===== src/rtl/pipe_ilk_pkg.sv =====
package pipe_ilk_pkg;
  // older stages scanned by the dependence check, youngest first
  typedef enum logic [1:0] {
    STG_EX  = 2'd0,
    STG_MEM = 2'd1,
    STG_WB  = 2'd2
  } older_stg_e;

  localparam int unsigned NUM_OLDER = 3;
  localparam int unsigned NUM_SRC   = 2;
endpackage


===== src/rtl/raw_hazard_detect.sv =====
module raw_hazard_detect
  import pipe_ilk_pkg::*;
#(
  parameter int unsigned REG_AW         = 5,
  parameter bit          RF_WRITE_FIRST = 1'b1
) (
  input  logic                           clk_i,
  input  logic                           rst_ni,
  input  logic                           id_valid_i,
  input  logic [NUM_SRC-1:0][REG_AW-1:0] src_i,
  input  logic [NUM_SRC-1:0]             src_en_i,
  input  logic [NUM_OLDER-1:0]           old_valid_i,
  input  logic [NUM_OLDER-1:0][REG_AW-1:0] old_rd_i,
  output logic                           stall_o
);
  logic [NUM_OLDER-1:0][NUM_SRC-1:0] hit;
  logic [NUM_OLDER-1:0]              stage_hit;

  for (genvar s = 0; s < NUM_OLDER; s++) begin : g_stg
    for (genvar k = 0; k < NUM_SRC; k++) begin : g_src
      assign hit[s][k] = src_en_i[k] && (src_i[k] != '0) && old_valid_i[s]
                         && (old_rd_i[s] == src_i[k]);
    end
    if (s == int'(STG_WB) && RF_WRITE_FIRST) begin : g_wb_free
      // write-then-read register file: result visible in same cycle
      assign stage_hit[s] = 1'b0;
    end else begin : g_counts
      assign stage_hit[s] = |hit[s];
    end
  end

  assign stall_o = id_valid_i && (|stage_hit);


  ex_match_stalls_chk: assert property (@(posedge clk_i) disable iff (!rst_ni)
    (id_valid_i && src_en_i[0] && src_i[0] != '0 && old_valid_i[0]
     && old_rd_i[0] == src_i[0]) |-> stall_o);

  wb_only_free_chk: assert property (@(posedge clk_i) disable iff (!rst_ni)
    (RF_WRITE_FIRST && !(old_valid_i[0] || old_valid_i[1])) |-> !stall_o);

  invalid_id_quiet_chk: assert property (@(posedge clk_i) disable iff (!rst_ni)
    stall_o |-> id_valid_i);
endmodule


===== src/rtl/branch_freeze.sv =====
module branch_freeze (
  input  logic clk_i,
  input  logic rst_ni,
  input  logic if_br_i,
  input  logic id_stall_i,
  input  logic resolved_i,
  output logic block_o
);
  logic wait_q;

  always_ff @(posedge clk_i or negedge rst_ni) begin
    if (!rst_ni)                     wait_q <= 1'b0;
    else if (if_br_i && !id_stall_i) wait_q <= 1'b1;
    else if (resolved_i)             wait_q <= 1'b0;
  end

  assign block_o = if_br_i || (wait_q && !resolved_i);


  freeze_after_branch_chk: assert property (@(posedge clk_i) disable iff (!rst_ni)
    (if_br_i && !id_stall_i) |=> (block_o || resolved_i));

  branch_in_fetch_blocks_chk: assert property (@(posedge clk_i) disable iff (!rst_ni)
    if_br_i |-> block_o);
endmodule


===== src/rtl/ilk_merge.sv =====
module ilk_merge (
  input  logic clk_i,
  input  logic rst_ni,
  input  logic dep_stall_i,
  input  logic fetch_block_i,
  input  logic resolved_i,
  input  logic taken_i,
  output logic if_hold_o,
  output logic id_hold_o,
  output logic ex_bubble_o,
  output logic if_bubble_o,
  output logic pc_redirect_o
);
  assign if_hold_o     = dep_stall_i;
  assign id_hold_o     = dep_stall_i;
  assign ex_bubble_o   = dep_stall_i;
  // a held fetch slot keeps its instruction, no empty slot then
  assign if_bubble_o   = fetch_block_i && !dep_stall_i;
  assign pc_redirect_o = resolved_i && taken_i;


  hold_no_bubble_chk: assert property (@(posedge clk_i) disable iff (!rst_ni)
    if_hold_o |-> !if_bubble_o);

  redirect_needs_resolve_chk: assert property (@(posedge clk_i) disable iff (!rst_ni)
    pc_redirect_o |-> resolved_i);
endmodule


===== src/rtl/pipe_ilk_ctrl.sv =====
module pipe_ilk_ctrl
  import pipe_ilk_pkg::*;
#(
  parameter int unsigned REG_AW         = 5,
  parameter bit          RF_WRITE_FIRST = 1'b1
) (
  input  logic              clk_i,
  input  logic              rst_ni,
  input  logic              if_valid_i,
  input  logic              if_is_branch_i,
  input  logic              id_valid_i,
  input  logic [REG_AW-1:0] id_rs1_i,
  input  logic              id_rs1_en_i,
  input  logic [REG_AW-1:0] id_rs2_i,
  input  logic              id_rs2_en_i,
  input  logic              ex_valid_i,
  input  logic [REG_AW-1:0] ex_rd_i,
  input  logic              mem_valid_i,
  input  logic [REG_AW-1:0] mem_rd_i,
  input  logic              wb_valid_i,
  input  logic [REG_AW-1:0] wb_rd_i,
  input  logic              ex_br_resolved_i,
  input  logic              ex_br_taken_i,
  output logic              if_hold_o,
  output logic              id_hold_o,
  output logic              ex_bubble_o,
  output logic              if_bubble_o,
  output logic              pc_redirect_o
);
  logic [NUM_SRC-1:0][REG_AW-1:0]   src;
  logic [NUM_SRC-1:0]               src_en;
  logic [NUM_OLDER-1:0]             old_valid;
  logic [NUM_OLDER-1:0][REG_AW-1:0] old_rd;
  logic                             dep_stall;
  logic                             fetch_block;

  assign src       = {id_rs2_i, id_rs1_i};
  assign src_en    = {id_rs2_en_i, id_rs1_en_i};
  assign old_valid = {wb_valid_i, mem_valid_i, ex_valid_i};
  assign old_rd    = {wb_rd_i, mem_rd_i, ex_rd_i};

  raw_hazard_detect #(
    .REG_AW         (REG_AW),
    .RF_WRITE_FIRST (RF_WRITE_FIRST)
  ) i_raw (
    .clk_i       (clk_i),
    .rst_ni      (rst_ni),
    .id_valid_i  (id_valid_i),
    .src_i       (src),
    .src_en_i    (src_en),
    .old_valid_i (old_valid),
    .old_rd_i    (old_rd),
    .stall_o     (dep_stall)
  );

  branch_freeze i_brf (
    .clk_i      (clk_i),
    .rst_ni     (rst_ni),
    .if_br_i    (if_valid_i && if_is_branch_i),
    .id_stall_i (dep_stall),
    .resolved_i (ex_br_resolved_i),
    .block_o    (fetch_block)
  );

  ilk_merge i_merge (
    .clk_i         (clk_i),
    .rst_ni        (rst_ni),
    .dep_stall_i   (dep_stall),
    .fetch_block_i (fetch_block),
    .resolved_i    (ex_br_resolved_i),
    .taken_i       (ex_br_taken_i),
    .if_hold_o     (if_hold_o),
    .id_hold_o     (id_hold_o),
    .ex_bubble_o   (ex_bubble_o),
    .if_bubble_o   (if_bubble_o),
    .pc_redirect_o (pc_redirect_o)
  );
endmodule


===== config.mk =====
export PLATFORM = sky130hd
export DESIGN_NAME = pipe_ilk_ctrl
export DESIGN_NICKNAME = d
export VERILOG_FILES = /design/src/rtl/pipe_ilk_pkg.sv /design/src/rtl/raw_hazard_detect.sv /design/src/rtl/branch_freeze.sv /design/src/rtl/ilk_merge.sv /design/src/rtl/pipe_ilk_ctrl.sv
export SDC_FILE = /design/constraint.sdc
export NUM_CORES = 1
export LEC_CHECK = 0
export CAP_MARGIN = 20
export CORE_AREA = 5 5 42 44
export CTS_CLUSTER_DIAMETER = 200
export CTS_CLUSTER_SIZE = 10
export DETAILED_ROUTE_END_ITERATION = 8
export DIE_AREA = 0 0 47 49
export DONT_BUFFER_PORTS = 1
export PLACE_DENSITY = 0.47
export SLEW_MARGIN = 25
export SYNTH_ARGS = -nofsm -noshare
export SYNTH_HDL_FRONTEND = slang
export SYNTH_SLANG_ARGS = --single-unit

===== constraint.sdc =====
create_clock -name clk_i -period 1.4 [get_ports clk_i]
set_input_delay 0.28 -clock clk_i [delete_from_list [all_inputs] [get_ports clk_i]]
set_output_delay 0.28 -clock clk_i [all_outputs]
set_load 0.02 [all_outputs]

==> flow_metrics.py, run 1 <==
metrics = {
    "outcome": {
        "outcome": "finished with violations",
        "violations": "negative setup slack",
    },
    "timing": {
        "tightestPinTransition_ns": 0.496,
        "fin_ws_ns": -0.232,
        "fin_crit_ns": 1.63,
        "fin_worst_skew_ns": 0,
        "fin_crit_sh_pct": 117,
        "holdWs_ns": 0.498,
        "drv_slew": 0,
        "rsz0062_at_grt": "true",
        "finalHoldViolations": 0,
        "finalSetupViolations": 5,
        "fmaxAchievable_ghz": 0.613,
        "max_slew_margin_pct": 66.7,
    },
    "grt": {
        "grt_remaining_overflow": 0,
        "grtUsageTotal_pct": 8.01,
        "first_global_vias": 337,
        "antenna_found_initial": 0,
        "grt_first_pass_wirelength_um": 1440,
        "grt_max_degree": 5,
    },
    "routing": {
        "via_count": 303,
        "wire_per_inst_um": 17.6,
        "routed_wirelength_um": 1000,
        "drtIter0Drc": 1,
        "route.detailed.drc": 0,
        "vias_per_cell": 5.32,
        "drtPass1Iterations": 4,
        "ant_nets": 0,
    },
    "yosys": {
        "syn_inst": 41,
        "avgSynthCellArea_sq_um": 8.42,
        "netlist_area_sq_um": 345,
        "async_flop_share_pct": 100,
        "synth_nets": 78,
        "synth_area_leaders": "xor2_1 (41%), xnor2_1 (10%), dfrtp_1 (7.2%)",
        "synth_flop_cell": "dfrtp_1",
        "ys_types": 14,
        "ys_ff_latch": 1,
        "synth_enable_flop_cells": 0,
        "yosysMostFrequentCell": "xor2_1",
        "synth_seq_area_share_pct": 7.25,
        "ys_top_cells_by_count": "xor2_1 (16), nor4_1 (4), xnor2_1 (4)",
        "ys.warnings.count": 0,
        "synth_top_area_share_pct": 40.6,
        "synth_top_area_cell": "xor2_1",
    },
    "power": {
        "switching_share_pct": 34.1,
        "clock_power_share_pct": 0,
        "p_seq_share_pct": 26.9,
        "p_int_uw": 80.6,
        "power_leakage_nw": 0.130,
        "max-vdd-ir-drop_uv": 118,
        "power_per_cell_area_nw_per_um2": 303,
        "combPwrFrac_pct": 73.1,
        "switchingPower_uw": 41.7,
    },
    "clock_network": {
        "clk_pin_slew_worst_paths_ns": 0,
        "clk_latency_ns": 0,
    },
    "final_layout": {
        "area_growth_pct": 16.7,
        "multi_input_area_sq_um": 328,
        "reg_top3": "i_brf.wait_q: 1 flops",
        "seq_area_sq_um": 25.0,
        "num-fill-cells": 168,
        "largest_reg_flops": 1,
        "top_register": "i_brf.wait_q",
        "antennaDiodeCount": 0,
        "drive_above_1_share_pct": 14.6,
        "nNetsFinal": 80,
        "finalNonFillerCells": 57,
    },
    "placed_design": {
        "place_hpwl_um": 957,
        "pre_cts_slack_ns": -0.301,
        "gp_congestion": 0.740,
        "place_inst": 56,
        "port_buffers": 0,
    },
    "floorplanning": {
        "core_area_sq_um": 1400,
        "rows": 14,
        "die_h_um": 49,
        "ios": 42,
        "die_x_um": 47,
        "dieArea_sq_um": 2300,
        "start_util_pct": 24.6,
    },
    "worst_setup_path": {
        "cp_data_arrival_time_ns": 1.35,
        "r2r-end": "i_brf.wait_q$_DFFE_PN0P_",
        "startpoint": "id_rs1_i[0]",
        "end_kind": "output port",
        "worstSetupStartpointType": "input port",
        "required_ns": 1.12,
        "timing.critical_path.to": "id_hold_o",
        "reg2reg_slack_ns": 0.33,
        "r2r.worst_path.cells": 3,
        "crit_type": "in2out",
        "r2r_start": "i_brf.wait_q$_DFFE_PN0P_",
        "cp_max_fo": 4,
    },
    "flow_run": {
        "cap_violations": 0,
    },
    "hold_path": {
        "hold_class": "in2async",
    },
}
[how the worst min path moves through the flow]
stage / startpoint / to / slack (ns) / cells past startpoint
floorplan: rst_ni / i_brf.wait_q$_DFFE_PN0P_ / -0.02 / 0
global placement: rst_ni / i_brf.wait_q$_DFFE_PN0P_ / -0.02 / 0
detailed placement: rst_ni / i_brf.wait_q$_DFFE_PN0P_ / -0.02 / 0
CTS: rst_ni / i_brf.wait_q$_DFFE_PN0P_ / 0.50 / 1
global route: rst_ni / i_brf.wait_q$_DFFE_PN0P_ / 0.50 / 1
finish: rst_ni / i_brf.wait_q$_DFFE_PN0P_ / 0.50 / 1
[placed cells by master, fill, tap and decap left out, drive strengths merged]
cell type and n:
a21boi 1, a21oi 1, a32oi 2, and2 3, buf 1, dfrtp 1
dlygate4sd3 1, nand2b 1, nor2 1, nor4 4, o211ai 2, o22ai 1
or4 2, xnor2 4, xor2 16
[stage by stage]
stage	util (%)	area, sq um	setup TNS [ns]	total power, mW
2_1_floorplan	-	360	-0.986	0.108
6_report	28.7	403	-1.05	0.122
3_3_place_gp	27.5	385	-1.41	0.118
3_5_place_dp	27.5	385	-1.36	0.118
5_1_grt	28.7	403	-1.41	0.131
4_1_cts	28.7	403	-1.30	0.123
[routing by layer]
metal / part of all wire [%] / GRT usage (%) / vias to the layer above
met1: 31 / 7.84 / 130
met2: 48 / 15.2 / 25
met4: 0 / 0 / 0
met3: 21 / 4.06 / 0
li1: - / - / 148
met5: 0 / 0 / -
[power by group through the flow]
stage | registers (mW) | clock network [mW] | logic [mW]
floorplan | 0.0327 | 0 | 0.0752
global placement | 0.0329 | 0 | 0.0853
detailed placement | 0.0331 | 0 | 0.0850
CTS | 0.0330 | 0 | 0.0905
global route | 0.0331 | 0 | 0.0975
finish | 0.0329 | 0 | 0.0893
[what timing repair did]
action	in CTS	in global routing
setup buffers	0	0
hold endpoints to repair	1	0
pin swaps	5	6
hold buffers	1	0
resized for setup	2	0
setup endpoints to repair	5	5
[logic make-up (layout without fill, tap and decap cells)]
group,count (synthesis),count (layout),share of synthesized area (%)
AO/OA/AOI/OAI,7,7,17.8
buffers and inverters,2,2,4.35
flip-flops,1,1,7.25
XOR/XNOR,20,20,50.7
AND/OR/NAND/NOR,11,11,19.9
[final cells by class]
cell class              count  area share [%]
repair buffers              2            7.45
flip-flops and latches      1            6.21
well taps                  16            4.97
multi-input cells          38            81.4
[worst max-delay path, cell delays in order]
cell,delay [ns]
or4_4,0.51
o211ai_1,0.26
o22ai_4,0.13
buf_12,0.18
Note: power is estimated with default switching activity, not from simulation.
==> inputs of run 2 (changes only) <==
==> constraint.sdc (replaced) <==
create_clock -name clk_i -period 1.4 [get_ports clk_i]
set_input_delay 0.14 -clock clk_i [delete_from_list [all_inputs] [get_ports clk_i]]
set_output_delay 0.14 -clock clk_i [all_outputs]
set_load 0.02 [all_outputs]
==> run 2 against run 1 <==
  * Critical endpoint is now ex_bubble_o
  * Clock skew unchanged
  * Final cell count up 1.8%
  * Fmax up 19%
  * The flow now finishes without violations
  * Combinational power up 0.6%
  * Sequential share of layout area up 0.058 points
  * Utilization down 0.27 points
  * Highest routed layer unchanged
  * Wire length down 3.2%
==> flow_metrics.py, run 2 (same netlist as run 1, synthesis figures left out) <==
metrics = {
    "final_layout": {
        "num-fill-cells": 157,
        "reg_top3": "i_brf.wait_q: 1 flops",
        "area_growth_pct": 15.6,
        "top_register": "i_brf.wait_q",
        "nNetsFinal": 81,
        "mostFrequentLayoutCells": "xor2_1 (16), xnor2_1 (4), and2_1 (3)",
        "drive_above_1_share_pct": 16.7,
        "fin_area_sq_um": 399,
        "antennaDiodeCount": 0,
        "fin_util_pct": 28.5,
        "largest_reg_flops": 1,
        "final_common_cell": "xor2_1",
    },
    "timing": {
        "fin_crit_sh_pct": 97.8,
        "finalHoldViolations": 0,
        "fmaxAchievable_ghz": 0.730,
        "tightestPinTransition_ns": 0.482,
        "fin_crit_ns": 1.37,
        "fin_ws_ns": 0.0310,
        "max_slew_margin_pct": 67.6,
        "rsz0062_at_grt": "true",
        "setup_tns_ns": 0,
        "drv_slew": 0,
        "finalSetupViolations": 0,
        "fin_worst_skew_ns": 0,
    },
    "floorplanning": {
        "core_area_sq_um": 1400,
        "rows": 14,
        "start_util_pct": 24.6,
        "ios": 42,
        "die_x_um": 47,
        "die_h_um": 49,
        "dieArea_sq_um": 2300,
    },
    "placed_design": {
        "gp_congestion": 0.716,
        "post_dp_cell_area_sq_um": 368,
        "pre_cts_slack_ns": -0.0463,
        "port_buffers": 0,
    },
    "grt": {
        "first_global_vias": 392,
        "grt_remaining_overflow": 0,
        "antenna_found_initial": 0,
        "grtUsageTotal_pct": 8.57,
        "grt_max_degree": 4,
        "grt_first_pass_wirelength_um": 1570,
    },
    "routing": {
        "routed_wirelength_um": 971,
        "drtIter0Drc": 3,
        "via_count": 318,
        "drtPass1Iterations": 2,
        "wire_per_inst_um": 16.7,
        "vias_per_cell": 5.48,
        "route.detailed.drc": 0,
        "ant_nets": 0,
    },
    "clock_network": {
        "clk_latency_ns": 0,
        "clk_pin_slew_worst_paths_ns": 0,
    },
    "power": {
        "power_per_cell_area_nw_per_um2": 307,
        "total_power_uw": 123,
        "max-vdd-ir-drop_uv": 102,
        "power_leakage_nw": 0.133,
    },
    "worst_setup_path": {
        "end_kind": "output port",
        "r2r.worst_path.cells": 3,
        "r2r-end": "i_brf.wait_q$_DFFE_PN0P_",
        "crit_type": "in2out",
        "cp_num_buf_inv": 1,
        "startpoint": "id_rs1_i[2]",
        "timing.critical_path.to": "ex_bubble_o",
        "max_stage_delay_ns": 0.29,
        "worstSetupStartpointType": "input port",
        "r2r_start": "i_brf.wait_q$_DFFE_PN0P_",
        "cp_top_family": "compound AO/OA/AOI/OAI gates",
        "crit_chain": "xor2_1 > nor4_2 > a32oi_1 > o22ai_2 > buf_6",
        "cp.depth": 5,
        "cp_max_fo": 3,
        "critPathSlowestCell": "nor4_2",
        "cp_data_arrival_time_ns": 1.23,
        "reg2reg_slack_ns": 0.34,
        "required_ns": 1.26,
    },
    "flow_run": {
        "cap_violations": 0,
    },
    "hold_path": {
        "hold_class": "in2async",
    },
    "outcome": {
        "outcome": "finished, final reports clean",
    },
}
-- run 2: cell types whose count changed in the layout (fill, tap and decap cells not counted) --
cell,delta
buf_12,-1
buf_4,+1
buf_6,+1
nor4_1,-2
nor4_2,+2
o22ai_2,+1
o22ai_4,-1
or4_1,+2
or4_4,-2
-- run 2: per-layer routing --
metal	GRT usage, %	up-vias	part of all wire (%)
met5	0	-	0
met1	10.9	141	37
met4	0	0	0
li1	-	152	-
met3	3.32	0	18
met2	14.3	25	45
-- run 2: final cells by class --
cell class	instances	area, sq um	share of cell area [%]
Timing Repair Buffer	3	28.8	7.21
Multi-Input combinational cell	38	325	81.5
Sequential cell	1	25.0	6.27
Tap cell	16	20.0	5.02
-- run 2: how the worst min path moves through the flow --
| stage | cells past startpoint | end | slack [ns] | from |
|---|---|---|---|---|
| 6_report | 1 | i_brf.wait_q$_DFFE_PN0P_ | 0.36 | rst_ni |
| 3_5_place_dp | 0 | i_brf.wait_q$_DFFE_PN0P_ | -0.16 | rst_ni |
| 3_3_place_gp | 0 | i_brf.wait_q$_DFFE_PN0P_ | -0.16 | rst_ni |
| 4_1_cts | 1 | i_brf.wait_q$_DFFE_PN0P_ | 0.36 | rst_ni |
| 5_1_grt | 1 | i_brf.wait_q$_DFFE_PN0P_ | 0.37 | rst_ni |
| 2_1_floorplan | 0 | i_brf.wait_q$_DFFE_PN0P_ | -0.16 | rst_ni |
-- run 2: where the power goes --
part           switching (mW)  total, mW  internal [mW]  leakage, nW
registers            0.000616     0.0328         0.0322       0.0122
logic                  0.0434     0.0898         0.0464        0.120
clock network               0          0              0            0
-- run 2: timing repair --
action / in CTS / in global routing
hold buffers: 1 / 0
resized for setup: 2 / 2
hold endpoints to repair: 1 / 0
pin swaps: 0 / 1
setup endpoints to repair: 3 / 5
setup buffers: 0 / 0
-- run 2: per-stage QoR --
stage          hold slack [ns]  cells
2_1_floorplan           -0.156     41
3_3_place_gp            -0.156     57
3_5_place_dp            -0.156     57
4_1_cts                  0.361     58
5_1_grt                  0.369     58
6_report                 0.358     58
-- run 2: worst reg2reg max path, stage by stage (launching register included) --
cell and delay [ns]:
dfrtp_1 0.33, nand2b_1 0.10, a21boi_0 0.43, a21oi_2 0.05
==> inputs of run 3 (changes only) <==
- PLACE_DENSITY: 0.47 -> 0.45
- clock period: 1.4 -> 1.6 ns (I/O delays scaled with it)
==> run 3 against run 2 <==
  * Sequential cell count is the same
  * Setup slack gained 0.10 ns
  * Die area is the same
  * First-iteration DRC count is 67% lower
  * Sequential power decreased by 12%
  * Highest routed layer unchanged
==> flow_metrics.py, run 3 (same netlist as run 1, synthesis figures left out) <==
metrics = {
    "routing": {
        "vias_per_cell": 5.43,
        "wire_per_inst_um": 17.4,
        "route.detailed.drc": 0,
        "drtIter0Drc": 1,
        "routed_wirelength_um": 1010,
        "via_count": 315,
        "ant_nets": 0,
        "drtPass1Iterations": 3,
    },
    "timing": {
        "tightestPinTransition_ns": 0.309,
        "setup_tns_ns": 0,
        "fin_ws_ns": 0.135,
        "fin_crit_ns": 1.46,
        "holdWs_ns": 0.380,
        "finalSetupViolations": 0,
        "finalHoldViolations": 0,
        "rsz0062_at_grt": "false",
        "drv_slew": 0,
        "fmaxAchievable_ghz": 0.683,
        "fin_worst_skew_ns": 0,
        "fin_crit_sh_pct": 91.5,
        "max_slew_margin_pct": 79.2,
    },
    "power": {
        "power_leakage_nw": 0.129,
        "power_per_cell_area_nw_per_um2": 271,
        "max-vdd-ir-drop_uv": 74.8,
    },
    "final_layout": {
        "mostFrequentLayoutCells": "xor2_1 (16), nor4_1 (4), xnor2_1 (4), and2_1 (3)",
        "final_common_cell": "xor2_1",
        "drive_above_1_share_pct": 9.52,
        "reg_top3": "i_brf.wait_q: 1 flops",
        "nNetsFinal": 81,
        "fin_util_pct": 26.8,
        "antennaDiodeCount": 0,
        "largest_reg_flops": 1,
        "area_growth_pct": 8.70,
        "top_register": "i_brf.wait_q",
    },
    "worst_setup_path": {
        "crit_type": "in2out",
        "startpoint": "id_rs1_i[2]",
        "end_kind": "output port",
        "r2r-end": "i_brf.wait_q$_DFFE_PN0P_",
        "critPathSlowestCell": "nor4_1",
        "max_stage_delay_ns": 0.33,
        "reg2reg_slack_ns": 0.67,
        "worstSetupStartpointType": "input port",
        "required_ns": 1.44,
        "cp_data_arrival_time_ns": 1.30,
        "cp_max_fo": 3,
        "crit_chain": "xor2_1 > nor4_1 > a32oi_1 > o22ai_2 > buf_4",
        "r2r_start": "i_brf.wait_q$_DFFE_PN0P_",
        "r2r.worst_path.cells": 3,
        "timing.critical_path.to": "id_hold_o",
    },
    "placed_design": {
        "pre_cts_slack_ns": 0.139,
        "gp_congestion": 0.723,
        "port_buffers": 0,
        "place_hpwl_um": 935,
    },
    "floorplanning": {
        "core_area_sq_um": 1400,
        "die_h_um": 49,
        "ios": 42,
        "rows": 14,
        "die_x_um": 47,
        "dieArea_sq_um": 2300,
        "start_util_pct": 24.6,
    },
    "grt": {
        "antenna_found_initial": 0,
        "grt_remaining_overflow": 0,
        "grt_max_degree": 4,
        "first_global_vias": 348,
        "grtUsageTotal_pct": 7.94,
        "grt_first_pass_wirelength_um": 1430,
    },
    "clock_network": {
        "cts_resized": 0,
        "clk_pin_slew_worst_paths_ns": 0,
        "clk_latency_ns": 0,
    },
    "hold_path": {
        "hold_class": "in2async",
    },
    "flow_run": {
        "cap_violations": 0,
    },
    "outcome": {
        "outcome": "finished, final reports clean",
    },
}
==> run 3: power by group <==
group	leakage [nW]	switching (mW)	internal [mW]
logic	0.117	0.0324	0.0405
clock network	0	0	0
registers	0.0122	0.000572	0.0282
total	0.129	0.0330	0.0687
==> run 3: layout make-up <==
type	count	area, sq um
Timing Repair Buffer	3	25.0
Fill cell	171	1030
Tap cell	16	20.0
Multi-Input combinational cell	38	305
Sequential cell	1	25.0
==> run 3: worst max-delay path, delay by kind of cell <==
kind / cells / cell delay [ns]
AO/OA/AOI/OAI: 2 / 0.42
AND/OR/NAND/NOR: 1 / 0.33
buffers and inverters: 1 / 0.26
XOR/XNOR: 1 / 0.14
==> run 3: worst min-delay path by stage <==
stage               depth (start not counted)                       end
floorplan                                   0  i_brf.wait_q$_DFFE_PN0P_
detailed placement                          0  i_brf.wait_q$_DFFE_PN0P_
finish                                      1  i_brf.wait_q$_DFFE_PN0P_
CTS                                         1  i_brf.wait_q$_DFFE_PN0P_
global placement                            0  i_brf.wait_q$_DFFE_PN0P_
global route                                1  i_brf.wait_q$_DFFE_PN0P_
==> run 3: layer usage <==
layer	track usage [%]	vias up	routed length, um
li1	-	152	-
met1	8.71	137	359
met2	14.0	26	473
met3	3.69	0	177
met4	0.461	0	0
met5	0	-	0
==> run 3: timing repair <==
action	4_1_cts	5_1_grt
setup buffers	0	0
hold buffers	1	0
endpoints found under the hold margin	1	0
==> run 3: through the flow <==
step	cell area (sq um)	instances	power, mW
finish	375	58	0.102
global route	375	58	0.109
CTS	375	58	0.103
detailed placement	365	57	0.101
global placement	365	57	0.101
floorplan	345	41	0.0897
